==> config.mk <==
export PLATFORM = sky130hd
export DESIGN_NAME = tag_readout
export DESIGN_NICKNAME = d
export VERILOG_FILES = /design/src/rtl/tro_pkg.sv /design/src/rtl/tro_ctrl.sv /design/src/rtl/tro_fetch.sv /design/src/rtl/tro_shift.sv /design/src/rtl/tag_readout.sv
export SDC_FILE = /design/constraint.sdc
export NUM_CORES = 1
export LEC_CHECK = 0
export BUFFER_PORTS_ARGS = -buffer_cell sky130_fd_sc_hd__buf_2
export CAP_MARGIN = 20
export CORE_UTILIZATION = 40
export DETAILED_ROUTE_END_ITERATION = 7
export PLACE_DENSITY_LB_ADDON = 0.12
export REMOVE_ABC_BUFFERS = 1
export SETUP_SLACK_MARGIN = 0.4
export SKIP_CTS_REPAIR_TIMING = 1
export SYNTH_ARGS = -nofsm -noshare
export SYNTH_HDL_FRONTEND = slang
export SYNTH_SLANG_ARGS = --single-unit
==> constraint.sdc <==
create_clock -name clk -period 5.6 [get_ports clk]
set_input_delay 0.28 -clock clk [delete_from_list [all_inputs] [get_ports clk]]
set_output_delay 0.28 -clock clk [all_outputs]
set_load 0.05 [all_outputs]
==> src/rtl/tro_pkg.sv <==
package tro_pkg;
  localparam int BLK_W     = 3;
  localparam int ZERO_FROM = 3;

  typedef enum logic [1:0] {
    MODE_IDLE = 2'd0,
    MODE_CONT = 2'd1,
    MODE_ONE  = 2'd2
  } mode_e;

  function automatic mode_e to_mode(input logic [1:0] m);
    case (m)
      2'd1:    return MODE_CONT;
      2'd2:    return MODE_ONE;
      default: return MODE_IDLE;
    endcase
  endfunction

  function automatic logic [BLK_W-1:0] first_block(input logic [BLK_W-1:0] lim);
    return (lim == '0) ? '0 : BLK_W'(1);
  endfunction

  function automatic logic [BLK_W-1:0] next_block(input logic [BLK_W-1:0] cur,
                                                  input logic [BLK_W-1:0] lim);
    if (lim == '0) return '0;
    if (cur >= lim) return BLK_W'(1);
    return cur + BLK_W'(1);
  endfunction

  function automatic logic is_zero_blk(input logic pg, input logic [BLK_W-1:0] blk);
    return pg && (blk >= BLK_W'(ZERO_FROM));
  endfunction

  function automatic logic phys_page(input logic pg, input logic [BLK_W-1:0] blk);
    return pg && (blk != '0);
  endfunction
endpackage

==> src/rtl/tro_ctrl.sv <==
module tro_ctrl
  import tro_pkg::*;
(
  input  logic             clk,
  input  logic             rst,
  input  logic             bit_en_i,
  input  logic [1:0]       mode_i,
  input  logic [BLK_W-1:0] max_blk_i,
  input  logic             page_i,
  input  logic [BLK_W-1:0] addr_i,
  input  logic             last_bit_i,
  output logic             enter_o,
  output logic             fetch_o,
  output logic             load_o,
  output logic             shift_o,
  output logic             fetch_page_o,
  output logic [BLK_W-1:0] fetch_blk_o,
  output mode_e            mode_o,
  output logic [BLK_W-1:0] limit_o
);
  mode_e            mode_q;
  logic [BLK_W-1:0] limit_q;
  logic [BLK_W-1:0] blk_q;
  logic             page_q;
  logic             need_load_q;
  mode_e            req_mode;
  logic             active;

  assign req_mode = to_mode(mode_i);
  assign active   = (mode_q != MODE_IDLE);
  assign enter_o  = bit_en_i && (req_mode != mode_q);
  assign load_o   = bit_en_i && !enter_o && active && need_load_q;
  assign shift_o  = bit_en_i && !enter_o && active && !need_load_q;
  assign fetch_o  = (enter_o && (req_mode != MODE_IDLE)) || (shift_o && last_bit_i);

  always_comb begin
    if (enter_o) begin
      fetch_page_o = (req_mode == MODE_ONE) ? page_i : 1'b0;
      fetch_blk_o  = (req_mode == MODE_ONE) ? addr_i : first_block(max_blk_i);
    end else begin
      fetch_page_o = page_q;
      fetch_blk_o  = (mode_q == MODE_CONT) ? next_block(blk_q, limit_q) : blk_q;
    end
  end

  always_ff @(posedge clk) begin
    if (rst) begin
      mode_q      <= MODE_IDLE;
      limit_q     <= '0;
      blk_q       <= '0;
      page_q      <= 1'b0;
      need_load_q <= 1'b0;
    end else if (enter_o) begin
      mode_q      <= req_mode;
      limit_q     <= max_blk_i;
      blk_q       <= fetch_blk_o;
      page_q      <= fetch_page_o;
      need_load_q <= (req_mode != MODE_IDLE);
    end else if (fetch_o) begin
      blk_q       <= fetch_blk_o;
      need_load_q <= 1'b1;
    end else if (load_o) begin
      need_load_q <= 1'b0;
    end
  end

  assign mode_o  = mode_q;
  assign limit_o = limit_q;
endmodule

==> src/rtl/tro_fetch.sv <==
module tro_fetch
  import tro_pkg::*;
#(
  parameter int WORD_W = 32
) (
  input  logic              clk,
  input  logic              rst,
  input  logic              fetch_i,
  input  logic              load_i,
  input  logic              fetch_page_i,
  input  logic [BLK_W-1:0]  fetch_blk_i,
  input  logic [WORD_W-1:0] mem_data_i,
  output logic              mem_rd_o,
  output logic              mem_page_o,
  output logic [BLK_W-1:0]  mem_addr_o,
  output logic [WORD_W-1:0] word_o,
  output logic              pend_o,
  output logic              buf_valid_o
);
  logic              pend_q;
  logic              zpend_q;
  logic              buf_valid_q;
  logic [WORD_W-1:0] buf_q;
  logic              zero_w;
  logic [WORD_W-1:0] arrived_w;

  assign zero_w     = is_zero_blk(fetch_page_i, fetch_blk_i);
  assign mem_rd_o   = fetch_i && !zero_w;
  assign mem_page_o = phys_page(fetch_page_i, fetch_blk_i);
  assign mem_addr_o = fetch_blk_i;

  assign arrived_w  = zpend_q ? '0 : mem_data_i;
  assign word_o     = pend_q ? arrived_w : buf_q;

  always_ff @(posedge clk) begin
    if (rst) begin
      pend_q      <= 1'b0;
      zpend_q     <= 1'b0;
      buf_valid_q <= 1'b0;
      buf_q       <= '0;
    end else begin
      pend_q  <= fetch_i;
      zpend_q <= fetch_i && zero_w;
      if (pend_q) buf_q <= arrived_w;
      if (load_i)      buf_valid_q <= 1'b0;
      else if (pend_q) buf_valid_q <= 1'b1;
    end
  end

  assign pend_o      = pend_q;
  assign buf_valid_o = buf_valid_q;
endmodule

==> src/rtl/tro_shift.sv <==
module tro_shift #(
  parameter int WORD_W = 32
) (
  input  logic              clk,
  input  logic              rst,
  input  logic              enter_i,
  input  logic              load_i,
  input  logic              shift_i,
  input  logic [WORD_W-1:0] word_i,
  output logic              dout_o,
  output logic              last_bit_o
);
  localparam int IDX_W = $clog2(WORD_W);
  localparam logic [IDX_W-1:0] IDX_TOP  = IDX_W'(WORD_W - 1);
  localparam logic [IDX_W-1:0] IDX_NEXT = IDX_W'(WORD_W - 2);

  logic [WORD_W-1:0] word_q;
  logic [IDX_W-1:0]  idx_q;
  logic              dout_q;

  always_ff @(posedge clk) begin
    if (rst) begin
      word_q <= '0;
      idx_q  <= IDX_TOP;
      dout_q <= 1'b0;
    end else if (enter_i) begin
      dout_q <= 1'b0;
    end else if (load_i) begin
      dout_q <= word_i[WORD_W-1];
      word_q <= word_i;
      idx_q  <= IDX_NEXT;
    end else if (shift_i) begin
      dout_q <= word_q[idx_q];
      idx_q  <= (idx_q == '0) ? IDX_TOP : idx_q - IDX_W'(1);
    end
  end

  assign dout_o     = dout_q;
  assign last_bit_o = (idx_q == '0);
endmodule

==> src/rtl/tag_readout.sv <==
module tag_readout
  import tro_pkg::*;
#(
  parameter int WORD_W = 32
) (
  input  logic              clk,
  input  logic              rst,
  input  logic              bit_en_i,
  input  logic [1:0]        mode_i,
  input  logic [BLK_W-1:0]  max_blk_i,
  input  logic              page_i,
  input  logic [BLK_W-1:0]  addr_i,
  output logic              mem_rd_o,
  output logic              mem_page_o,
  output logic [BLK_W-1:0]  mem_addr_o,
  input  logic [WORD_W-1:0] mem_data_i,
  output logic              dout_o
);
  logic              enter_w;
  logic              fetch_w;
  logic              load_w;
  logic              shift_w;
  logic              last_bit_w;
  logic              fetch_page_w;
  logic [BLK_W-1:0]  fetch_blk_w;
  logic [WORD_W-1:0] word_w;
  logic              pend_w;
  logic              buf_valid_w;
  mode_e             mode_w;
  logic [BLK_W-1:0]  limit_w;

  tro_ctrl u_ctrl (
    .clk(clk), .rst(rst), .bit_en_i(bit_en_i), .mode_i(mode_i),
    .max_blk_i(max_blk_i), .page_i(page_i), .addr_i(addr_i),
    .last_bit_i(last_bit_w), .enter_o(enter_w), .fetch_o(fetch_w),
    .load_o(load_w), .shift_o(shift_w), .fetch_page_o(fetch_page_w),
    .fetch_blk_o(fetch_blk_w), .mode_o(mode_w), .limit_o(limit_w)
  );

  tro_fetch #(.WORD_W(WORD_W)) u_fetch (
    .clk(clk), .rst(rst), .fetch_i(fetch_w), .load_i(load_w),
    .fetch_page_i(fetch_page_w), .fetch_blk_i(fetch_blk_w),
    .mem_data_i(mem_data_i), .mem_rd_o(mem_rd_o), .mem_page_o(mem_page_o),
    .mem_addr_o(mem_addr_o), .word_o(word_w), .pend_o(pend_w),
    .buf_valid_o(buf_valid_w)
  );

  tro_shift #(.WORD_W(WORD_W)) u_shift (
    .clk(clk), .rst(rst), .enter_i(enter_w), .load_i(load_w),
    .shift_i(shift_w), .word_i(word_w), .dout_o(dout_o),
    .last_bit_o(last_bit_w)
  );
endmodule

==> summary.txt <==
Run status
  • Status: finished clean

Final layout
  • P&R area growth vs syn: 14.43%
  • Layout net count: 482
  • Cell Count, Final, Fillers Out: between 500 and 600
  • Antenna diodes: 0
  • Layout cell share with drive strength beyond 1: 18.16%
  • Util after Layout: 47.22%

Place
  • Dpl cells: between 500 and 600
  • Post-DP HPWL: approximately 5100 um
  • Count of input and output buffers: 49
  • Routability cong.: 0.8140

Yosys
  • Ranking of synthesized cells by area: dfxtp_1 46%, o22a_1 7.5%, nor2b_1 6.8%
  • Share of the synthesized area in the top cell type: 45.62%
  • Yosys top cell by area: dfxtp_1
  • Yosys Warn Count: 0
  • Mapped cell area: 3598 um2
  • Commonest cells in the netlist: 82 x dfxtp_1, 53 x nor2_1, 42 x a21oi_1, 39 x nor2b_1, 31 x o22a_1
  • Post-synth cell types: 47
  • Average cell area after synthesis: 9.203 um2
  • Seq/Total Area, Yosys: 45.62%
  • Async S/R FF share, synth: 0%
  • Number of synthesized flops with an enable pin: 0
  • Post-Syn Instances: between 300 and 400
  • Top_reg_cell synth: dfxtp_1
  • Flops & latches, synth: 82
  • Most frequent cell after synthesis: dfxtp_1

Route
  • DR pass1 iterations: 4
  • DRT iter0 DRCs: 76
  • Post-DRT Antenna Nets: 0
  • Post-detailed-routing wire length: 7654 um
  • DR vias/cell: 5.284
  • WL/cell: 14.10 um
  • Via count: 2869
  • Drt drc: 0

Floorplanning
  • I/O pin total: 50
  • Die area: 9379 um2
  • Core box area: roughly 8700 um2
  • Initial Utilization: 41.26%
  • Die Y: 96.85 um
  • Die width: a little under 100 um
  • Rows: 34

Timing
  • Hold Slack: 0.1691 ns
  • Rel. slew slack: 38.49%
  • Final setup fails: 0
  • Max frequency: 352.1 MHz
  • Final Hold Fails: 0
  • Period utilization: 50.72%
  • RSZ-0062 raised after global routing: no
  • Worst-margin pin slew: around 0.9 ns
  • Sum Neg Setup Slack: 0 ns
  • Max-slew violation count: 0
  • Final min period: between 2 and 3 ns
  • Final Skew: approximately 0.012 ns

Global routing
  • GR Overflow Total: 0
  • First-pass GRT wire length: 13000 um
  • Largest net degree at the start of global routing: 52
  • GR Util All Layers: 17.17%
  • Antenna violations before repair: 0
  • Vias in the first global route: 2709

Critical path
  • CP arrival: about 2.6 ns
  • Worst path cell trace: xor2_1 > o21ai_1 > nor2_1 > a31oi_1 > nor3_1 > nor2_1 > buf_2
  • CP endpoint kind: output port
  • Critical path required time: 5.32 ns
  • Type of origin of the critical path: register
  • Crit Path Max Fanout: 13
  • Slowest Stage Delay on Critical Path: ~0.73 ns
  • Crit path kind: reg2out
  • Buf/Inv on CP: 1
  • Worst R2R Start: u_ctrl.mode_o[1]
  • CP Depth: 7
  • Slowest CP cell: o21ai_1
  • Worst Reg-to-Reg Cells: 7
  • Crit-path most repeated cell: nor2_1
  • Delay-heaviest family, CP: compound AO/OA/AOI/OAI gates
  • Worst Setup SP: u_ctrl.mode_o[0]

Hold path
  • Hold_sp: max_blk_i[1]
  • Hold Path Depth: 3
  • Worst Hold Class: in2reg

Clock network
  • CTS tree: built
  • CTS sink cnt: 82
  • Clock Tree Buf Depth: 2
  • Clock Pin Slew Worst Setup and Hold Paths: 0.09 ns
  • Root buf cell: clkbuf_8
  • H-Tree Depth: 3
  • Num CTS Buffers: 9
  • Clk_lat worst skew: 0.35 ns

Power and ir drop
  • Cell Pwr Density: 287.3 nW/um2
  • P_leak: 1.935 nW
  • Power Total: 1.183 mW
  • VDD IR-drop max: 0.0001386 V

Run
  • Max Cap Viol: 0
registers in the layout (all words and copies together), names as in the netlist, 2 cells and up:
| name | count |
|---|---|
| u_fetch.buf_q | 32 |
| u_shift.word_q | 32 |
| u_ctrl.blk_q | 3 |
| u_ctrl.mode_o | 2 |
| u_ctrl.limit_o | 3 |
| u_shift.idx_q | 5 |
layout by cell type, fill, tap and decap left out, types with 4 or more instances in the layout:
master,netlist,routed
a211oi_1,4,4
a21oi_1,42,42
buf_2,10,49
buf_4,1,4
clkbuf_8,0,9
dfxtp_1,82,82
ha_1,8,8
inv_1,10,10
mux2i_1,8,8
mux4_1,4,4
nand2_1,19,19
nand2b_1,7,7
nor2_1,53,52
nor2b_1,39,38
nor3_1,7,7
o21ai_0,4,4
o22a_1,31,31
o22ai_1,4,4
cells by family after synthesis:
family,share of synthesized area (%)
AO/OA/AOI/OAI,19.99
multiplexers,7.024
AND/OR/NAND/NOR,19.68
flip-flops,45.62
XOR/XNOR,0.4869
adder cells (fa/ha/maj),2.782
buffers and inverters,4.416
final timing paths:
check | endpoint | slack [ns]
setup / recovery | mem_page_o | 2.76
hold / removal | u_ctrl.limit_o[1] | 0.17
setup reg to reg | u_shift.word_q[8] | 3.23
hold reg to reg | u_fetch.buf_q[30] | 0.48
metrics by stage:
stage / worst slack [ns] / area, um2
after floorplan: 2.208 / 3477
after global placement: 2.621 / 3892
after detailed placement: 2.794 / 3908
after CTS: 2.738 / 4118
after global routing: 2.426 / 4118
final: 2.760 / 4118
final cells by class:
| cell class | instances | area, um2 |
|---|---|---|
| Fill cell | 874 | 4603 |
| Tap cell | 108 | 135.1 |
| Inverter | 10 | 37.54 |
| Timing Repair Buffer | 54 | 290.3 |
| Sequential cell | 82 | 1642 |
| Multi-Input combinational cell | 273 | 1803 |
| Clock inverter | 5 | 78.83 |
| Clock buffer | 11 | 131.4 |
worst min-delay path, delay by kind of cell:
| family | cells | cell delay (ns) |
|---|---|---|
| buffers and inverters | 1 | 0.11 |
| and+or+nand+nor | 1 | 0.05 |
| AOI/OAI and AO/OA | 1 | 0.05 |
where the power goes:
| group | switching (mW) | total, mW | internal [mW] | leakage (nW) |
|---|---|---|---|---|
| combinational | 0.0717 | 0.116 | 0.0447 | 1.16 |
| clock | 0.213 | 0.464 | 0.251 | 0.107 |
| sequential | 0.00810 | 0.602 | 0.594 | 0.663 |
| total | 0.293 | 1.18 | 0.890 | 1.93 |
routing by layer:
layer  up-vias  GRT usage, %  share of wire, %  routed length, um
met3        11         4.480               3.7                283
met4         0         6.315               1.5                116
li1       1460             -                 -                  -
met2        44         27.63                45               3422
met1      1354         22.12                50               3830
met5         -             0                 0                  0
No activity file was read; power rests on OpenSTA's default activity.
